### src/rtl/ted_pkg.sv
package ted_pkg;
  localparam int NUM_RAILS = 2;
  localparam int RAIL_I    = 0;
  localparam int RAIL_Q    = 1;
endpackage

### src/rtl/ted_phase_track.sv
module ted_phase_track (
  input  logic clk,
  input  logic rst,
  input  logic in_valid,
  input  logic sym_mark,
  output logic is_sym,
  output logic fire,
  output logic restart
);
  logic expect_sym_q;
  logic have_sym_q;

  assign is_sym  = expect_sym_q | sym_mark;
  assign restart = in_valid & sym_mark & ~expect_sym_q;
  assign fire    = in_valid & is_sym & have_sym_q & ~restart;

  always_ff @(posedge clk) begin
    if (rst) begin
      expect_sym_q <= 1'b1;
      have_sym_q   <= 1'b0;
    end else if (in_valid) begin
      expect_sym_q <= ~is_sym;
      if (is_sym) have_sym_q <= 1'b1;
    end
  end

  // After a resync, the history holds exactly one symbol and a mid sample is due next.
  assert_resync_R4: assert property (@(posedge clk) disable iff (rst)
    restart |=> (have_sym_q && !expect_sym_q));
endmodule

### src/rtl/ted_rail.sv
module ted_rail #(
  parameter int SAMPLE_W = 10,
  parameter int PROD_W   = 2 * SAMPLE_W + 1
) (
  input  logic                     clk,
  input  logic                     rst,
  input  logic                     in_valid,
  input  logic                     is_sym,
  input  logic                     fire,
  input  logic signed [SAMPLE_W-1:0] sample,
  output logic signed [PROD_W-1:0]   prod
);
  logic signed [SAMPLE_W-1:0] prev_sym_q;
  logic signed [SAMPLE_W-1:0] mid_q;
  logic signed [PROD_W-1:0]   mid_x;
  logic signed [PROD_W-1:0]   diff_x;
  logic signed [PROD_W-1:0]   prod_d;

  always_comb begin
    mid_x  = PROD_W'(mid_q);
    diff_x = PROD_W'(sample) - PROD_W'(prev_sym_q);
    prod_d = mid_x * diff_x;
  end

  always_ff @(posedge clk) begin
    if (rst) begin
      prev_sym_q <= '0;
      mid_q      <= '0;
      prod       <= '0;
    end else if (in_valid) begin
      if (is_sym) begin
        prev_sym_q <= sample;
        if (fire) prod <= prod_d;
      end else begin
        mid_q <= sample;
      end
    end
  end

  // A mid sample leaves the stored symbol untouched (R3 alternation bookkeeping).
  assert_mid_keeps_sym_R3: assert property (@(posedge clk) disable iff (rst)
    (in_valid && !is_sym) |=> $stable(prev_sym_q));
endmodule

### src/rtl/ted_combine.sv
module ted_combine #(
  parameter int PROD_W = 21,
  parameter int ERR_W  = 10,
  parameter int SHIFT  = 9,
  parameter int RAILS  = 2
) (
  input  logic                          clk,
  input  logic                          rst,
  input  logic                          fire_in,
  input  logic [RAILS-1:0][PROD_W-1:0]  prods,
  output logic                          err_valid,
  output logic signed [ERR_W-1:0]       err_word
);
  localparam int SUM_W = PROD_W + $clog2(RAILS) + 1;
  localparam logic signed [SUM_W-1:0] ERR_MAX = SUM_W'((1 << (ERR_W - 1)) - 1);
  localparam logic signed [SUM_W-1:0] ERR_MIN = -ERR_MAX - 1;

  logic signed [SUM_W-1:0] sum;
  logic signed [SUM_W-1:0] scaled;
  logic signed [ERR_W-1:0] clamped;

  always_comb begin
    sum = '0;
    for (int r = 0; r < RAILS; r++) begin
      sum = sum + SUM_W'($signed(prods[r]));
    end
    scaled = sum >>> SHIFT;
    if (scaled > ERR_MAX)      clamped = ERR_MAX[ERR_W-1:0];
    else if (scaled < ERR_MIN) clamped = ERR_MIN[ERR_W-1:0];
    else                       clamped = scaled[ERR_W-1:0];
  end

  always_ff @(posedge clk) begin
    if (rst) begin
      err_valid <= 1'b0;
      err_word  <= '0;
    end else begin
      err_valid <= fire_in;
      if (fire_in) err_word <= clamped;
    end
  end

  // Clamping never flips the sign of the summed rail products.
  assert_sign_kept_R2: assert property (@(posedge clk) disable iff (rst)
    fire_in |=> (err_word[ERR_W-1] == $past(sum[SUM_W-1])));
endmodule

### src/rtl/timing_error_detector.sv
module timing_error_detector #(
  parameter int SAMPLE_W = 10,
  parameter int ERR_W    = 10,
  parameter int SHIFT    = 9
) (
  input  logic                clk,
  input  logic                rst,
  input  logic                smp_valid,
  input  logic                smp_sym_mark,
  input  logic [SAMPLE_W-1:0] smp_i,
  input  logic [SAMPLE_W-1:0] smp_q,
  output logic                err_valid,
  output logic [ERR_W-1:0]    err_word
);
  import ted_pkg::*;
  localparam int PROD_W = 2 * SAMPLE_W + 1;

  logic is_sym, fire, restart;
  logic fire_q;
  logic [NUM_RAILS-1:0][SAMPLE_W-1:0] rail_in;
  logic [NUM_RAILS-1:0][PROD_W-1:0]   rail_prod;
  logic signed [ERR_W-1:0]            err_s;

  assign rail_in[RAIL_I] = smp_i;
  assign rail_in[RAIL_Q] = smp_q;

  ted_phase_track u_phase (
    .clk(clk), .rst(rst), .in_valid(smp_valid), .sym_mark(smp_sym_mark),
    .is_sym(is_sym), .fire(fire), .restart(restart)
  );

  for (genvar r = 0; r < NUM_RAILS; r++) begin : g_rail
    logic signed [PROD_W-1:0] p;
    ted_rail #(.SAMPLE_W(SAMPLE_W), .PROD_W(PROD_W)) u_rail (
      .clk(clk), .rst(rst), .in_valid(smp_valid), .is_sym(is_sym),
      .fire(fire), .sample($signed(rail_in[r])), .prod(p)
    );
    assign rail_prod[r] = p;
  end

  always_ff @(posedge clk) begin
    if (rst) fire_q <= 1'b0;
    else     fire_q <= fire;
  end

  ted_combine #(.PROD_W(PROD_W), .ERR_W(ERR_W), .SHIFT(SHIFT), .RAILS(NUM_RAILS)) u_comb (
    .clk(clk), .rst(rst), .fire_in(fire_q), .prods(rail_prod),
    .err_valid(err_valid), .err_word(err_s)
  );
  assign err_word = err_s;

  assert_reset_quiet_R7: assert property (@(posedge clk)
    rst |=> (!err_valid && err_word == '0));
  assert_single_pulse_R5: assert property (@(posedge clk) disable iff (rst)
    err_valid |=> !err_valid);
  assert_latency_R5: assert property (@(posedge clk) disable iff (rst)
    err_valid |-> $past(smp_valid, 2));
  assert_restart_silent_R6: assert property (@(posedge clk) disable iff (rst)
    restart |=> ##1 !err_valid);
endmodule

### config.mk
export PLATFORM = sky130hd
export DESIGN_NAME = timing_error_detector
export DESIGN_NICKNAME = d
export VERILOG_FILES = /design/src/rtl/ted_pkg.sv /design/src/rtl/ted_phase_track.sv /design/src/rtl/ted_rail.sv /design/src/rtl/ted_combine.sv /design/src/rtl/timing_error_detector.sv
export SDC_FILE = /design/constraint.sdc
export NUM_CORES = 1
export LEC_CHECK = 0
export CORE_MARGIN = 1
export CORE_UTILIZATION = 50
export DETAILED_ROUTE_END_ITERATION = 8
export PLACE_DENSITY_LB_ADDON = 0.3
export SLEW_MARGIN = 0
export SYNTH_ARGS = -nofsm -noshare
export SYNTH_HDL_FRONTEND = slang
export SYNTH_SLANG_ARGS = --single-unit
### constraint.sdc
create_clock -name clk -period 13.3 [get_ports clk]
set_input_delay 3.99 -clock clk [delete_from_list [all_inputs] [get_ports clk]]
set_output_delay 3.99 -clock clk [all_outputs]
set_load 0.01 [all_outputs]
==> out/qor.yml <==
cts_root_buf: "clkbuf_16"
slowest_stage: "a2bb2oi_1"
multi_input_area_sq_um: 10700
synth_edf_count: 0
drtIter0Drc: 521
antenna_cells: 0
synth_cell_type_count: 72
whs_ps: 455
route.vias.total: 10500
clk_transition_reported_paths_ps: 70
cp-start-kind: "primary input"
fin_setup_tns_ps: 0
outcome: "finished, final reports clean"
skew_ps: 7.11
synth_area_leaders: "fa_1 (27%), dfxtp_1 (14%), ha_1 (14%)"
yosys.area_share.simple_pct: 18.0
synth_compound_area_share_pct: 12.4
ir_drop_uv: 57.2
seqCellArea_sq_um: 1920
placed_cell_area_sq_um: 14400
crit_top_cell: "fa_1"
synth_mux_area_share_pct: 0
p_int_uw: 579
worst_pin_slew_ps: 1010
min_period_over_period_pct: 84.6
portBuffers: 34
relSlewSlack_pct: 32.4
grt_overflow: 0
crit_fanout: 9
synthCells: 1623
swShare_pct: 35.9
grt_pass1_wl_um: 50000
p_per_area_nw_per_um2: 61.3
pwr-share-comb_pct: 32.7
hold_buffers: 0
drive_above_1_share_pct: 3.62
finalPower_uw: 904
synthTopCellsByCount: "inv_1 (273), nand2_1 (260), fa_1 (188)"
p_leak_nw: 7.19
final.min_clock_period_ps: 11250
cts_buffers: 9
drv_slew: 0
cts_tree: "done"
grt_pass1_vias: 10500
clk_path_buf_depth: 2
synth.most_common_cell: "inv_1"
syn_avg_cell_area_sq_um: 8.51
synth-adder-area-share_pct: 41.1
grt_antenna_before_repair: 0
finalInstanceArea_sq_um: 14800
worst_setup_path_end_kind: "flop"
setup_violations: 0
synth_top_area_share_pct: 27.2
synth_ff_type: "dfxtp_1"
power.switching_uw: 325
pwr-share-clk_pct: 33.2
post_cts_resized: 0
hp-start: "g_rail[0].u_rail.prev_sym_q[5]"
drc: 0
drt-total-wl_um: 29300
gp_congestion: 0.863
clock-sinks: 96
critPathRequiredTime_ps: 13550
finalHoldViolations: 0
synth_area_sq_um: 13800
slowest_delay_ps: 640
die_h_um: 168
seq_power_share_pct: 34.2
ys_seq_area_share_pct: 13.9
rows: 60
ioPinCount: 35
cp-startpoint: "smp_q[0]"
dieArea_sq_um: 28300
rsz0062_at_grt: "false"
die_x_um: 168
cts_max_level: 3
hp-class: "flop to flop"
synth_area_leader_cell: "fa_1"
track_usage_pct: 21.6
rr_startpoint: "g_rail[1].u_rail.prev_sym_q[0]"
drtAntennaViolNets: 0
insertion_delay_ps: 360
yosys_warnings: 0
clock.fmax_mhz: 88.9
num-nets-final: 1988
core_area_sq_um: 27000
synthesis.nets: 1988
async_reset_ff_share_pct: 0
nFillCells: 2513
setup_slack_ps: 2050
place_hpwl_um: 23600
grt_max_degree: 82
drtPass1Iterations: 7
postCtsSetupBuffers: 0
drt-wirelength-per-cell_um: 14.9
syn_to_final_growth_pct: 6.83
path_class: "primary input to flop"
synth_seq_cells: 96
cap_violations: 0
synth-xor-area-share_pct: 5.72
viasPerCell: 5.32
synth_top_family_by_area: "adder cells"
place_ws_ps: 1750
worstPathArrival_ps: 11500
start_util_pct: 51.1
[final timing paths]
check	endpoint	slack, ps	cells past startpoint
max	g_rail[1].u_rail.prod[20]	2050	29
min	g_rail[0].u_rail.prev_sym_q[5]	450	2
max reg2reg	g_rail[1].u_rail.prod[20]	5920	27
min reg2reg	g_rail[0].u_rail.prev_sym_q[5]	450	2
[state kept, by name (all words and copies together), names as in the netlist]
| name | cells |
|---|---|
| g_rail.u_rail.prod | 42 |
| g_rail.u_rail.mid_q | 20 |
| fire_q | 1 |
| u_comb.err_valid | 1 |
| g_rail.u_rail.prev_sym_q | 20 |
| u_comb.err_word | 10 |
| u_phase.expect_sym_q | 1 |
| u_phase.have_sym_q | 1 |
[layout by cell type, fill, tap and decap left out, types with 8 or more instances in the layout]
cell	instances
a211oi_1	9
a211oi_2	10
a21o_1	22
a21oi_1	110
and2_1	74
and3_1	8
buf_4	8
clkbuf_16	9
clkdlybuf4s50_1	33
dfxtp_1	96
fa_1	188
ha_1	153
inv_1	273
nand2_1	260
nand2b_1	15
nand3_1	19
nor2_1	70
nor2b_1	35
nor3_1	14
o21a_1	9
o21ai_0	24
xnor2_1	52
xor2_1	21
[worst max-delay path, delay by kind of cell]
kind | cells | cell delay (ps)
adders and majority gates | 7 | 3020
AOI/OAI and AO/OA | 12 | 2610
xor gates and xnor gates | 3 | 770
buffers and inverters | 4 | 650
and+or+nand+nor | 3 | 470
[per-layer routing]
layer | vias to the layer above | global-route usage, % | routed length [um]
li1 | 5166 | - | -
met4 | 0 | 3.32 | 208
met3 | 24 | 2.59 | 802
met5 | - | 0 | 0
met2 | 154 | 36.5 | 13900
met1 | 5126 | 30.3 | 14300
[power by group through the flow]
stage | clock network [mW] | logic [mW] | registers [mW]
CTS | 0.308 | 0.297 | 0.309
floorplan | 0 | 0.220 | 0.310
detailed placement | 0 | 0.295 | 0.316
finish | 0.300 | 0.295 | 0.309
global placement | 0 | 0.289 | 0.316
global route | 0.318 | 0.335 | 0.311
[kinds of logic after synthesis]
family,count (synthesis)
AND/OR/NAND/NOR,528
adder cells (fa/ha/maj),341
buffers and inverters,327
AO/OA/AOI/OAI,251
flip-flops,96
XOR/XNOR,80
[area by class of cell]
type	instances	share of cell area [%]
Clock buffer	10	1.55
Clock inverter	6	0.653
Inverter	275	6.99
Multi-Input combinational cell	1200	72.2
Sequential cell	96	13.0
Tap cell	341	2.89
Timing Repair Buffer	41	2.65
[through the flow]
| step | util (%) | cells |
|---|---|---|
| after detailed placement | 53.4 | 1953 |
| after floorplan | - | 1623 |
| after global placement | 53.4 | 1953 |
| final | 54.6 | 1969 |
| after global routing | 54.6 | 1969 |
| after CTS | 54.6 | 1969 |
(Power assumes the default switching activity.)
